<file path="config.mk">
export PLATFORM = sky130hd
export DESIGN_NAME = vpw_bit_shifter
export DESIGN_NICKNAME = d
export VERILOG_FILES = /design/src/rtl/vpw_bit_shifter.sv
export SDC_FILE = /design/constraint.sdc
export NUM_CORES = 1
export LEC_CHECK = 0
export ABC_CLOCK_PERIOD_IN_PS = 1300
export BUFFER_PORTS_ARGS = -buffer_cell sky130_fd_sc_hd__buf_4
export CAP_MARGIN = 0
export CELL_PAD_IN_SITES_DETAIL_PLACEMENT = 0
export CELL_PAD_IN_SITES_GLOBAL_PLACEMENT = 1
export CORE_MARGIN = 2
export CORE_UTILIZATION = 33
export DETAILED_ROUTE_END_ITERATION = 12
export GPL_ROUTABILITY_DRIVEN = 0
export GPL_TIMING_DRIVEN = 0
export PLACE_DENSITY_LB_ADDON = 0.1
export SKIP_CTS_REPAIR_TIMING = 1
export SLEW_MARGIN = 40
export SYNTH_ARGS = -nofsm -noshare
export SYNTH_HDL_FRONTEND = slang
export SYNTH_SLANG_ARGS = --single-unit
</file>
<file path="constraint.sdc">
create_clock -name clk -period 1.3 [get_ports clk]
set_input_delay 0.39 -clock clk [delete_from_list [all_inputs] [get_ports clk]]
set_output_delay 0.39 -clock clk [all_outputs]
set_load 0.02 [all_outputs]
</file>
<file path="src/rtl/vpw_bit_shifter.sv">
// Module: collects serial bits into words, first bit in the MSB position.
// Assumes at most one shift per cycle; clear wins over shift.
module vpw_bit_shifter #(
    parameter int unsigned W = 8
) (
    input  logic         clk,
    input  logic         rst_n,
    input  logic         clear,
    input  logic         shift_en,
    input  logic         bit_in,
    output logic [W-1:0] word,
    output logic         word_done,
    output logic         aligned
);
    localparam int unsigned PW = $clog2(W);
    localparam logic [PW-1:0] LAST = PW'(W - 1);

    logic [W-2:0]  acc;
    logic [PW-1:0] pos;

    // Purpose: shift bits in and count the position within the word.
    always_ff @(posedge clk) begin
        if (!rst_n || clear) begin
            acc <= '0;
            pos <= '0;
        end else if (shift_en) begin
            acc <= {acc[W-3:0], bit_in};
            pos <= (pos == LAST) ? '0 : pos + 1'b1;
        end
    end

    // Purpose: present the finished word in the cycle of its last bit.
    always_comb begin
        word      = {acc, bit_in};
        word_done = shift_en && (pos == LAST);
        aligned   = (pos == '0);
    end
endmodule

</file>
== Word level (Yosys, flattened, before mapping) ==
Index checks and enable logic that the tools add are counted.

* Word-level logic and storage cells: 9
* ROM bits: 0
* Register bits after elaboration: 10
* Bits in latches: 0
* Input bits: 5
* Output and inout bits: 10
* Bits in writable memories: 0
* Memories: 0

* Multiply operators: 0
* Divide/modulo/power cells: 0
* Equality and inequality tests: 1
* Bitwise gates (word level): 0
* Shift-type cells: 0
* Mux-type cells: 1
* Magnitude comparators: 0
* Add/sub/neg operators: 1
* Reduce and logical (&&, ||, !) cells: 4

{| class="wikitable"
|+ Operators by type and width
! operator !! number
|-
| $add A3 B1 Y3 const B || 1
|-
| $eq A3 B3 Y1 const B || 1
|-
| $logic_not A3 Y1 || 1
|-
| $mux W3 || 1
|-
| $logic_and A1 B1 Y1 || 1
|-
| $logic_not A1 Y1 || 1
|-
| $logic_or A1 B1 Y1 || 1
|}

== Longest topological paths before layout ==
Gate-level depths: netlist (run 1).

* Word-level depth: 2
* Depth in mapped cells: 4
* Depth with buffers taken out: 4

== Worst setup path before layout (run 1) ==
OpenSTA, ideal clock, no wires.

* Path kind: flip-flop to output port
* Start: register pos[0]
* End: output port word_done
* Slack: 0.026 ns
* Required time: 0.910 ns
* Arrival time: 0.884 ns
* Path buffers: 0
* Stages on the path, launching flop included: 4
* Cells stage by stage: dfxtp_1 ha_1 ha_1 and2_1

* Longest elaborated chain between the ends: 2

{| class="wikitable"
|+ RTL lines
! element !! line !! source
|-
| start, declared || 19 || <nowiki>logic [PW-1:0] pos;</nowiki>
|-
| start signal, assigned || 28 || <nowiki>pos <= (pos == LAST) ? '0 : pos + 1'b1;</nowiki>
|-
| $eq A3 B3 Y1 || 35 || <nowiki>word_done = shift_en && (pos == LAST);</nowiki>
|-
| $logic_and A1 B1 Y1 || 35 ||
|-
| end, declared || 12 || <nowiki>output logic word_done,</nowiki>
|}

No other way between the ends.

== Worst setup path in the final report (run 1) ==
Same ends and word-level chain as after synthesis.

==> impl_metrics.tcl, run 1 <==
set metrics [dict create \
    syn_area_sq_um 428 \
    worst_slack_ps -275 \
    rsz0062_at_grt "true" \
    vias 336 \
    p_leak_nw 0.287 \
    drc 0 \
    post-route-cell-area_sq_um 621 \
    via_per_inst 4.54 \
    rows 12 \
    path_clk_slew_ps 70 \
    clock_path_buffers 2 \
    cp.arrival_ps 1180 \
    die_x_um 40.0 \
    fin_cells 74 \
    crit_required_ps 910 \
    fmax_ghz 0.635 \
    avgRoutedWirePerCell_um 10.4 \
    max_slew.worst_pin.slew_ps 137 \
    fin_worst_skew_ps 2.25 \
    dieArea_sq_mm 0.00160 \
    hold_class "in2reg" \
    cts_tree "built" \
    coreArea_sq_mm 0.00116 \
    worst-setup-path-type "reg2out" \
    violations "negative setup slack" \
    hpwl_um 556 \
    maxCapViolations 0 \
    ir_worst_vdd_uv 471 \
    fin_nets 69 \
    seq_area_frac_synth_pct 46.8 \
    r2r_slack_ps 100 \
    num-fill-cells 102 \
    gr-usage-all-layers_pct 12.5 \
    syn_inst 42 \
    syn_to_final_growth_pct 45.0 \
    ys_seq_elements 10 \
    cts_root_buf "clkbuf_4" \
    totalWireLength_um 766 \
    grt_max_degree 11 \
    dp_cells 70 \
    drtPass1Iterations 2 \
    yosysUniqueCellTypes 12 \
    initialDrtViolationCount 1 \
    period_minus_slack_ps 1570 \
    synth.avg_cell_area_sq_um 10.2 \
    period_share_pct 121 \
    cts_made_buffers 3 \
    io_buffers 14 \
    clk_latency_ps 260 \
    multiInputGateArea_sq_um 228 \
    grt_pass1_wl_mm 1.25 \
    setup_viol 2 \
    regArea_sq_um 203 \
    pin_count 15 \
    syn-num-nets 50 \
    numClockSinks 10 \
    worst_setup_path_end_kind "output pin" \
    start_util_pct 37.0 \
    max_slew_margin_pct 90.6 \
    die_h_um 40.0 \
    status "complete, but fails checks" \
    cp-start-kind "register" \
    grt_overflow 0 \
    finalHoldViolCount 0 \
    layout-drive-gt1-share_pct 43.3 \
    detail-route-antenna-nets 0 \
    grt_antenna_before_repair 0 \
    ys.warnings.count 0 \
    path_max_fanout 4 \
    slew_viol_final 0 \
    post_dp_cell_area_sq_um 551 \
    grt_pass1_vias 302 \
    h-tree-depth 1 \
    power_density_mw_per_mm2 1040 \
    antenna_cells 0 \
]
## per-stage QoR
stage	power [mW]	setup TNS (ps)	hold slack (ps)	utilization (%)	setup slack (ps)
detailed placement	0.376	-86.1	503	47.6	-86.1
floorplan	0.354	0	475	-	25.5
finish	0.645	-535	381	53.7	-275
global placement	0.374	-67.7	473	47.6	-67.7
CTS	0.654	-626	382	50.8	-374
global route	0.681	-635	423	53.7	-319
## flip-flops by register name, summed over array words and instances, names as in the netlist
register	cells
acc	7
pos	3
## worst max-delay path: stages (launching register included)
cell,delay [ps]
dfxtp_2,350
ha_4,160
ha_4,150
and2_4,150
buf_6,120
## logic make-up after synthesis
| family | synth area share (%) |
|---|---|
| and+or+nand+nor | 15.8 |
| DFF | 46.8 |
| muxes | 21.1 |
| buffers and inverters | 6.43 |
| adders and majority gates | 8.77 |
| AOI/OAI and AO/OA | 1.17 |
## final timing paths
kind                            startpoint  depth (start not counted)   endpoint
worst max-delay path                pos[0]                          4  word_done
worst min-delay path                bit_in                          3     acc[0]
worst max register to register      pos[0]                          4     pos[0]
worst min register to register      acc[6]                          2     acc[6]
## cell usage after synthesis
cell type | count | share of area [%]
dfxtp_1 | 10 | 47
mux2i_1 | 9 | 21
nor2_1 | 9 | 7.9
ha_1 | 3 | 8.8
buf_4 | 2 | 3.5
inv_1 | 2 | 1.8
nand2b_1 | 2 | 2.9
a21oi_1 | 1 | 1.2
and2_1 | 1 | 1.5
buf_2 | 1 | 1.2
nor2b_1 | 1 | 1.5
or3b_1 | 1 | 2.0
## report_power, final
part	leakage [nW]	total, mW	switching, mW	internal [mW]
registers	0.0817	0.314	0.00383	0.310
clock network	0.0210	0.275	0.105	0.170
logic	0.184	0.0572	0.0270	0.0302
## routing by layer
metal,track usage [%],share of wire [%],up-vias,routed length [um]
met5,0,0,-,0
met2,19.0,50,9,384
met3,6.67,5.2,0,40
li1,-,-,175,-
met1,14.5,45,152,342
met4,5.17,0,0,0
## layout by cell type (no fill, tap or decap), drive strengths merged
| cell type | netlist | routed |
|---|---|---|
| and2 | 1 | 1 |
| inv | 2 | 2 |
| nor2b | 1 | 1 |
| nor2 | 9 | 9 |
| buf | 3 | 17 |
| or3b | 1 | 1 |
| a21oi | 1 | 1 |
| nand2b | 2 | 2 |
| dfxtp | 10 | 10 |
| ha | 3 | 3 |
| mux2i | 9 | 9 |
| clkbuf | 0 | 4 |
## layout make-up
class | instances | share of cell area, %
plain buffers | 3 | 3.23
repair buffers | 14 | 17.5
flip-flops and latches | 10 | 32.7
well taps | 14 | 2.82
inverters | 2 | 1.21
clock buffers | 4 | 5.85
multi-input cells | 27 | 36.7
No activity file was read; power rests on OpenSTA's default activity.
==> run 2, diff against run 1 <==
--- a/config.mk
+++ b/config.mk
@@ -5,7 +5,7 @@
 export SDC_FILE = /design/constraint.sdc
 export NUM_CORES = 1
 export LEC_CHECK = 0
-export ABC_CLOCK_PERIOD_IN_PS = 1300
+export ABC_CLOCK_PERIOD_IN_PS = 1800
 export BUFFER_PORTS_ARGS = -buffer_cell sky130_fd_sc_hd__buf_4
 export CAP_MARGIN = 0
 export CELL_PAD_IN_SITES_DETAIL_PLACEMENT = 0
==> constraint.sdc (replaced) <==
create_clock -name clk -period 1.8 [get_ports clk]
set_input_delay 0.54 -clock clk [delete_from_list [all_inputs] [get_ports clk]]
set_output_delay 0.54 -clock clk [all_outputs]
set_load 0.02 [all_outputs]
==> run 2 against run 1 <==
  * The flow now finishes without violations
  * Final area shrank 3.4%
  * Critical path depth did not move
  * Count of clock-buffer cells in the layout did not move
  * Sequential power decreased by 28%
  * Wire length decreased by 5.1%
  * Worst setup slack improved by 330 ps
  * Clock skew shrank 1.8 ps
  * Critical endpoint unchanged
  * Combinational power down 28%
==> impl_metrics.tcl, run 2 (synthesis gave the netlist of run 1 again) <==
set metrics [dict create \
    die_h_um 40.0 \
    top_regs "acc (7), pos (3)" \
    grt_max_degree 11 \
    path_max_fanout 4 \
    drc 0 \
    cp-start-kind "register" \
    num-fill-cells 107 \
    dp_cells 70 \
    power_density_mw_per_mm2 775 \
    syn_to_final_growth_pct 40.1 \
    clk_latency_ps 260 \
    setup_viol 0 \
    path_clk_slew_ps 70 \
    max_slew_margin_pct 90.5 \
    via_per_inst 4.45 \
    period_minus_slack_ps 1740 \
    rsz0062_at_grt "false" \
    finalHoldViolCount 0 \
    numClockSinks 10 \
    status "completed" \
    layout_common_cells "buf_4 (15), mux2i_1 (9), nor2_1 (9), dfxtp_1 (9), clkbuf_4 (3)" \
    grt_overflow 0 \
    clock_path_buffers 2 \
    drtPass1Iterations 2 \
    ir_worst_vdd_uv 341 \
    final_common_cell "buf_4" \
    vias 329 \
    fin_worst_skew_ps 0.488 \
    fmax_ghz 0.574 \
    worst-setup-path-type "reg2out" \
    crit_required_ps 1260 \
    gr-usage-all-layers_pct 12.5 \
    totalWireLength_um 727 \
    holdWs_ps 514 \
    cp_cell_sequence "ha_2 -> ha_2 -> and2_4 -> buf_6" \
    p_leak_nw 0.286 \
    maxCapViolations 0 \
    largest_reg_flops 7 \
    grt_pass1_vias 302 \
    power_mw 0.465 \
    h-tree-depth 1 \
    fin_nets 69 \
    max_slew.worst_pin.slew_ps 139 \
    slew_viol_final 0 \
    layout-drive-gt1-share_pct 41.7 \
    cpPeakStageDelay_ps 340 \
    period_share_pct 96.8 \
    cts_tree "built" \
    antenna_cells 0 \
    coreArea_sq_mm 0.00116 \
    fin_cells 74 \
    hpwl_um 556 \
    hold_class "reg2reg" \
    avgRoutedWirePerCell_um 9.82 \
    cts_root_buf "clkbuf_4" \
    start_util_pct 37.0 \
    regMostFlops "acc" \
    io_buffers 14 \
    cp_common_cell "ha_2" \
    pin_count 15 \
    regArea_sq_um 201 \
    multiInputGateArea_sq_um 208 \
    dieArea_sq_mm 0.00160 \
    die_x_um 40.0 \
    grt_pass1_wl_mm 1.25 \
    cp.arrival_ps 1200 \
    detail-route-antenna-nets 0 \
    grt_antenna_before_repair 0 \
    initialDrtViolationCount 3 \
    cts_made_buffers 3 \
    worst_setup_path_end_kind "output pin" \
    rows 12 \
    slowest_stage "dfxtp_2" \
]
run 2: critical path: cells and delay by family, from the launching register on:
family        cells  cell delay (ps)
flops             1              340
buf+inv           1              120
fa+ha+maj         2              340
simple gates      1              150
run 2: final timing paths:
| check | start | end | slack [ps] | depth (start not counted) |
|---|---|---|---|---|
| hold reg to reg | pos[0] | pos[0] | 510 | 2 |
| setup reg to reg | pos[0] | pos[0] | 590 | 4 |
| setup / recovery | pos[0] | word_done | 60 | 4 |
| hold / removal | pos[0] | pos[0] | 510 | 2 |
run 2: through the flow:
stage	utilization [%]	area, sq um	setup WS, ps	setup TNS (ps)
final	51.8	599	57.1	0
after global routing	51.8	599	5.75	0
after CTS	50.8	587	-23.9	-23.9
after detailed placement	47.6	551	123	0
after global placement	47.6	551	132	0
after floorplan	-	428	305	0
run 2: area by class of cell:
type                       count  share of cell area [%]
tap                           14                    2.92
multi-input combinational     27                    34.7
inverter                       2                    1.25
clock buffer                   4                    6.05
timing repair buffer          14                    18.2
buffer                         3                    3.34
sequential                    10                    33.6
run 2: power breakdown:
| group | switching, mW | internal, mW | total, mW |
|---|---|---|---|
| Combinational | 0.0192 | 0.0218 | 0.0410 |
| Clock | 0.0753 | 0.123 | 0.198 |
| Sequential | 0.00207 | 0.224 | 0.226 |
run 2: metal layers:
metal	GRT usage, %	share of wire (%)	wire length, um	up-vias
li1	-	-	-	173
met1	14.5	45	326	147
met2	19.0	49	358	9
met3	6.67	5.8	42	0
met4	5.17	0	0	0
met5	0	0	0	-
